`config.mk`:
```
export PLATFORM = sky130hd
export DESIGN_NAME = clkgear_pm_ctrl
export DESIGN_NICKNAME = d
export VERILOG_FILES = /design/src/rtl/clkgear_pkg.sv /design/src/rtl/clkgear_rst_sync.sv /design/src/rtl/clkgear_mode_fsm.sv /design/src/rtl/clkgear_cfg_regs.sv /design/src/rtl/clkgear_div.sv /design/src/rtl/clkgear_pm_ctrl.sv
export SDC_FILE = /design/constraint.sdc
export NUM_CORES = 1
export LEC_CHECK = 0
export BUFFER_PORTS_ARGS = -buffer_cell sky130_fd_sc_hd__buf_2
export CORE_MARGIN = 1.5
export CORE_UTILIZATION = 45
export CTS_BUF_LIST = sky130_fd_sc_hd__clkbuf_8
export DETAILED_ROUTE_END_ITERATION = 6
export PLACE_DENSITY = 0.73
export SLEW_MARGIN = 10
export SYNTH_ARGS = -nofsm -noshare
export SYNTH_HDL_FRONTEND = slang
export SYNTH_SLANG_ARGS = --single-unit
export TNS_END_PERCENT = 100
```
`constraint.sdc`:
```
create_clock -name clk -period 1.7 [get_ports clk]
set_input_delay 0.34 -clock clk [delete_from_list [all_inputs] [get_ports clk]]
set_output_delay 0.34 -clock clk [all_outputs]
set_load 0.03 [all_outputs]
```
`src/rtl/clkgear_pkg.sv`:
```
package clkgear_pkg;
  typedef enum logic [1:0] {
    PM_RUN   = 2'd0,
    PM_HALT  = 2'd1,
    PM_SLEEP = 2'd2
  } pm_mode_e;

  localparam logic [1:0] PCLK_ON  = 2'b11;
  localparam logic [1:0] PCLK_OFF = 2'b00;
endpackage

```
`src/rtl/clkgear_rst_sync.sv`:
```
module clkgear_rst_sync #(
  parameter int STAGES = 2
) (
  input  logic clk,
  input  logic rst_n,
  output logic rst_sync_n
);
  logic [STAGES-1:0] sh_q;

  always_ff @(posedge clk or negedge rst_n) begin
    if (!rst_n) sh_q <= '0;
    else        sh_q <= {sh_q[STAGES-2:0], 1'b1};
  end

  assign rst_sync_n = sh_q[STAGES-1];
endmodule

```
`src/rtl/clkgear_mode_fsm.sv`:
```
module clkgear_mode_fsm
  import clkgear_pkg::*;
(
  input  logic     clk,
  input  logic     rst_n,
  input  logic     halt_req,
  input  logic     sleep_req,
  input  logic     nmi,
  input  logic     irq,
  input  logic     ext_irq,
  output pm_mode_e mode_q,
  output logic     wake_from_sleep
);
  pm_mode_e mode_d;

  // Sleep wins over halt when both arrive in run.
  always_comb begin
    mode_d          = mode_q;
    wake_from_sleep = 1'b0;
    unique case (mode_q)
      PM_RUN: begin
        if (sleep_req)     mode_d = PM_SLEEP;
        else if (halt_req) mode_d = PM_HALT;
      end
      PM_HALT: begin
        if (nmi || irq || ext_irq) mode_d = PM_RUN;
      end
      PM_SLEEP: begin
        if (ext_irq) begin
          mode_d          = PM_RUN;
          wake_from_sleep = 1'b1;
        end
      end
      default: mode_d = PM_RUN;
    endcase
  end

  always_ff @(posedge clk or negedge rst_n) begin
    if (!rst_n) mode_q <= PM_RUN;
    else        mode_q <= mode_d;
  end
endmodule

```
`src/rtl/clkgear_cfg_regs.sv`:
```
module clkgear_cfg_regs
  import clkgear_pkg::*;
#(
  parameter int          GEAR_W  = 2,
  parameter int          SRC_W   = 2,
  parameter logic [1:0]  PCLK_RST = PCLK_ON
) (
  input  logic              clk,
  input  logic              rst_n,
  input  logic              wake_force,
  input  logic              wr_gear,
  input  logic [GEAR_W-1:0] wr_gear_data,
  input  logic              wr_pclk,
  input  logic [1:0]        wr_pclk_data,
  input  logic              wr_src,
  input  logic [SRC_W-1:0]  wr_src_data,
  input  logic              wr_osc,
  input  logic              wr_osc_data,
  output logic [GEAR_W-1:0] gear_q,
  output logic [1:0]        pclk_q,
  output logic [SRC_W-1:0]  src_q,
  output logic              osc_q
);
  logic [GEAR_W-1:0] gear_d;
  logic [1:0]        pclk_d;
  logic [SRC_W-1:0]  src_d;
  logic              osc_d;
  logic              pclk_legal;

  assign pclk_legal = (wr_pclk_data == PCLK_ON) || (wr_pclk_data == PCLK_OFF);

  always_comb begin
    gear_d = wr_gear ? wr_gear_data : gear_q;
    pclk_d = (wr_pclk && pclk_legal) ? wr_pclk_data : pclk_q;
    src_d  = src_q;
    osc_d  = osc_q;
    if (wr_src) src_d = wr_src_data;
    if (wr_osc) osc_d = wr_osc_data;
    // wake from sleep overrides any same-cycle write
    if (wake_force) begin
      src_d = '0;
      osc_d = 1'b1;
    end
  end

  always_ff @(posedge clk or negedge rst_n) begin
    if (!rst_n) begin
      gear_q <= '0;
      pclk_q <= PCLK_RST;
      src_q  <= '0;
      osc_q  <= 1'b1;
    end else begin
      gear_q <= gear_d;
      pclk_q <= pclk_d;
      src_q  <= src_d;
      osc_q  <= osc_d;
    end
  end
endmodule

```
`src/rtl/clkgear_div.sv`:
```
module clkgear_div #(
  parameter int GEAR_W = 2
) (
  input  logic              clk,
  input  logic              rst_n,
  input  logic              run,
  input  logic [GEAR_W-1:0] gear,
  output logic              ce
);
  localparam int MAX_SHIFT = (1 << GEAR_W) - 1;
  localparam int CNT_W     = (MAX_SHIFT < 1) ? 1 : MAX_SHIFT;

  logic [CNT_W-1:0]  cnt_q,  cnt_d;
  logic [GEAR_W-1:0] act_q,  act_d;
  logic [CNT_W-1:0]  last_cnt;
  logic              wrap;

  assign last_cnt = ~({CNT_W{1'b1}} << act_q);
  assign wrap     = run && (cnt_q == last_cnt);
  assign ce       = wrap;

  always_comb begin
    cnt_d = cnt_q;
    act_d = act_q;
    if (!run) begin
      cnt_d = '0;
      act_d = gear;
    end else if (wrap) begin
      cnt_d = '0;
      act_d = gear;
    end else begin
      cnt_d = cnt_q + 1'b1;
    end
  end

  always_ff @(posedge clk or negedge rst_n) begin
    if (!rst_n) begin
      cnt_q <= '0;
      act_q <= '0;
    end else begin
      cnt_q <= cnt_d;
      act_q <= act_d;
    end
  end
endmodule

```
`src/rtl/clkgear_pm_ctrl.sv`:
```
module clkgear_pm_ctrl
  import clkgear_pkg::*;
#(
  parameter int GEAR_W = 2,
  parameter int SRC_W  = 2
) (
  input  logic              clk,
  input  logic              rst_n,
  input  logic              halt_req,
  input  logic              sleep_req,
  input  logic              nmi,
  input  logic              irq,
  input  logic              ext_irq,
  input  logic              wr_gear,
  input  logic [GEAR_W-1:0] wr_gear_data,
  input  logic              wr_pclk,
  input  logic [1:0]        wr_pclk_data,
  input  logic              wr_src,
  input  logic [SRC_W-1:0]  wr_src_data,
  input  logic              wr_osc,
  input  logic              wr_osc_data,
  output logic              core_ce,
  output logic              periph_ce,
  output logic [1:0]        mode,
  output logic [SRC_W-1:0]  clk_src,
  output logic              hs_osc_en
);
  logic              srst_n;
  pm_mode_e          mode_q;
  logic              wake_force;
  logic [GEAR_W-1:0] gear_q;
  logic [1:0]        pclk_q;

  clkgear_rst_sync #(.STAGES(2)) u_rst (
    .clk(clk), .rst_n(rst_n), .rst_sync_n(srst_n)
  );

  clkgear_mode_fsm u_fsm (
    .clk(clk), .rst_n(srst_n),
    .halt_req(halt_req), .sleep_req(sleep_req),
    .nmi(nmi), .irq(irq), .ext_irq(ext_irq),
    .mode_q(mode_q), .wake_from_sleep(wake_force)
  );

  clkgear_cfg_regs #(.GEAR_W(GEAR_W), .SRC_W(SRC_W)) u_cfg (
    .clk(clk), .rst_n(srst_n), .wake_force(wake_force),
    .wr_gear(wr_gear), .wr_gear_data(wr_gear_data),
    .wr_pclk(wr_pclk), .wr_pclk_data(wr_pclk_data),
    .wr_src(wr_src), .wr_src_data(wr_src_data),
    .wr_osc(wr_osc), .wr_osc_data(wr_osc_data),
    .gear_q(gear_q), .pclk_q(pclk_q), .src_q(clk_src), .osc_q(hs_osc_en)
  );

  clkgear_div #(.GEAR_W(GEAR_W)) u_div (
    .clk(clk), .rst_n(srst_n),
    .run(mode_q == PM_RUN), .gear(gear_q), .ce(core_ce)
  );

  assign periph_ce = (mode_q != PM_SLEEP) && (pclk_q == PCLK_ON);
  assign mode      = mode_q;
endmodule

```
==> results.ini <==
[status]
status=finished with violations
failed_checks=negative setup slack

[drt]
via_per_inst=4.963
wl_per_cell_um=11.92
first_iter_violations=4
antenna_left=0
dr.pass1.iters=3
vias=531
routed_wl_um=1275
drc_errors=0

[placement]
place.gp.congestion=0.6689
port-buffer-count=24
place_ws_ps=36.74
hpwl_um=993.8

[clock_network]
clock_path_buffers=2
cts_made_buffers=3
cts-root-buf=clkbuf_8
clkSlewWorstSetupHoldPaths_ps=60
clkLatencyLatePin_ps=240
cts_tree=yes
cts_htree_levels=1
clkSinkCount=16

[synthesis]
synth_top_family_by_area=simple AND/OR/NAND/NOR gates
ys_ff_latch=16
synth_cell_types=24
ys_warn_count=0
synth_xor_area_share_pct=2.452
synth-seq-area-share_pct=56.57
netlist_area_um2=714.4
syn-num-nets=77
muxShareOfSynthArea_pct=11.91
synthFlopType=dfrtp_1
synth_edf_count=0
syn_area_per_cell_um2=12.32
synth_compound_gate_area_share_pct=5.954
synthCells=58
synthAdderAreaFrac_pct=1.751
async_reset_ff_share_pct=100.0
synth-simple-area-share_pct=20.32

[worst_setup_path]
crit_type=reg -> out
required_ps=1360
critPathCaptureType=output pin
start_kind=register
cp.arrival_ps=1510
crit_fanout=2

[grt]
grt_max_degree=15
track_usage_pct=16.47
use_met3_pct=4.255
grt-busiest-layer=met2
grt_use_met1_pct=18.26
use_met2_pct=29.09
grt_pass1_vias=564
grt_pass1_wl_um=2208
grt_overflow=0
antenna_found_initial=0

[timing]
fin_skew_ps=2.220
fin_crit_sh_pct=108.9
period_minus_slack_ps=1852
fmaxAchievable_mhz=539.9
final_max_slew_viol_count=0
timing.final.ws_setup_ps=-152.1
slew-limit-headroom_pct=63.32
rsz0062_at_grt=yes
hold_viol=0
tightest_slew_ps=550.2
finalSetupViolCount=1

[pwr]
powerDensity_nw_per_um2=1344
p_total_mw=1.308
p_leak_nw=0.4803
peakVddDrop_uv=785.9

[die]
rows=14
die_area_um2=1836
core-area_um2=1489
die_y_um=42.85
io_pins=25
dieWidth_um=42.85
initial_core_util_pct=47.98

[final_layout]
layout-drive-gt1-share_pct=52.75
num-fill-cells=129
antennaDiodeCount=0
layout.nets=111
syn_to_final_growth_pct=36.25

[job]
cap_violations=0

[min_path]
hold_path.class=reg -> async

==> routing by layer <==
metal  up-vias  part of all wire [%]
li1        267                     -
met1       253                    40
met2         9                    56
met3         2                   3.5
met4         0                  0.63
met5         -                     0
==> synthesized netlist by cell type, drive strengths merged, types with 2 or more instances <==
master | n | area (um^2)
mux2i | 4 | 40.04
dfstp | 3 | 78.83
nor3 | 3 | 26.28
mux2 | 4 | 45.04
nand2b | 2 | 12.51
nor4 | 2 | 27.53
and2 | 2 | 15.01
dfrtp | 13 | 325.3
nor2 | 8 | 30.03
xor2 | 2 | 17.52
a21oi | 5 | 25.02
==> placed cells by master (no fill, tap or decap) <==
cell / count
nand3_1: 1
xor2_1: 2
and3_1: 1
buf_4: 4
nand2_1: 1
nor4_4: 1
buf_2: 23
clkbuf_8: 4
nor3b_1: 1
mux2_1: 2
nor2_2: 1
mux2i_1: 4
dfrtp_1: 10
mux2_2: 2
buf_6: 1
a21oi_1: 5
o22ai_2: 1
conb_1: 1
dfrtp_2: 3
nand2b_1: 2
nor2_1: 7
ha_1: 1
dfstp_2: 3
inv_1: 1
nor4_1: 1
nor3_1: 1
o21ai_0: 1
or3_4: 1
and2_2: 2
nor3_4: 2
dlygate4sd3_1: 1
==> timing repair <==
action,CTS,global route
resized for setup,4,2
cloned,0,0
pin swaps,0,2
setup endpoints to repair,2,4
hold endpoints to repair,2,0
hold buffers,1,0
setup buffers,2,0
==> where the power goes <==
group / leakage, nW / total [mW] / internal, mW / switching [mW]
clock network: 0.0288 / 0.328 / 0.205 / 0.123
logic: 0.263 / 0.428 / 0.223 / 0.205
registers: 0.188 / 0.552 / 0.463 / 0.0891
total: 0.480 / 1.31 / 0.891 / 0.417
==> final timing paths <==
path / startpoint / endpoint / cells past startpoint / slack, ps
setup / recovery: u_div.act_q[1] / core_ce / 5 / -150
hold / removal: u_rst.sh_q[1] / u_div.cnt_q[1] / 0 / 230
setup reg to reg: u_div.act_q[0] / u_div.act_q[1] / 5 / 40
hold reg to reg: u_rst.sh_q[1] / u_div.cnt_q[1] / 0 / 230
max in group asynchronous: u_rst.sh_q[1] / u_fsm.mode_q[0] / 0 / 1080
min in group clk: wr_gear_data[1] / u_cfg.gear_q[1] / 2 / 330
==> sequential cells by signal, summed over array words and instances (netlist names) <==
signal	count
u_div.cnt_q	3
u_cfg.gear_q	2
u_cfg.pclk_q	2
u_cfg.src_q	2
u_div.act_q	2
u_fsm.mode_q	2
u_rst.sh_q	2
u_cfg.osc_q	1
==> critical path, stage by stage (launching register included) <==
cell and delay, ps:
dfrtp_1 370, or3_4 410, nor3_4 150, nor2_2 70, nor3_4 110, buf_6 150
==> cells by family (layout without fill, tap and decap cells) <==
logic type	after synthesis	after routing
adders and majority gates	1	1
xor gates and xnor gates	2	2
other	1	1
AOI/OAI and AO/OA	7	7
DFF	16	16
buffers and inverters	1	34
and+or+nand+nor	22	22
muxes	8	8
==> final cells by class <==
cell class                      count  area, um^2  area share, %
Sequential cell                    16       407.9          41.90
Timing Repair Buffer               29       166.4          17.10
Tap cell                           16       20.02          2.057
Clock buffer                        4       55.05          5.656
Multi-Input combinational cell     41       320.3          32.90
Inverter                            1       3.754         0.3856
==> per-stage QoR <==
step	hold WS [ps]	instance area [um^2]	std cells	utilization [%]	TNS (ps)
after floorplan	44.41	725.7	58	-	0
after detailed placement	125.7	880.8	100	59.16	0
final	225.5	973.4	107	65.38	-152.1
after global routing	275.2	973.4	107	65.38	-362.9
after global placement	126.4	880.8	100	59.16	0
after CTS	254.0	970.9	107	65.21	-161.5
Note: power is estimated with default switching activity, not from simulation.
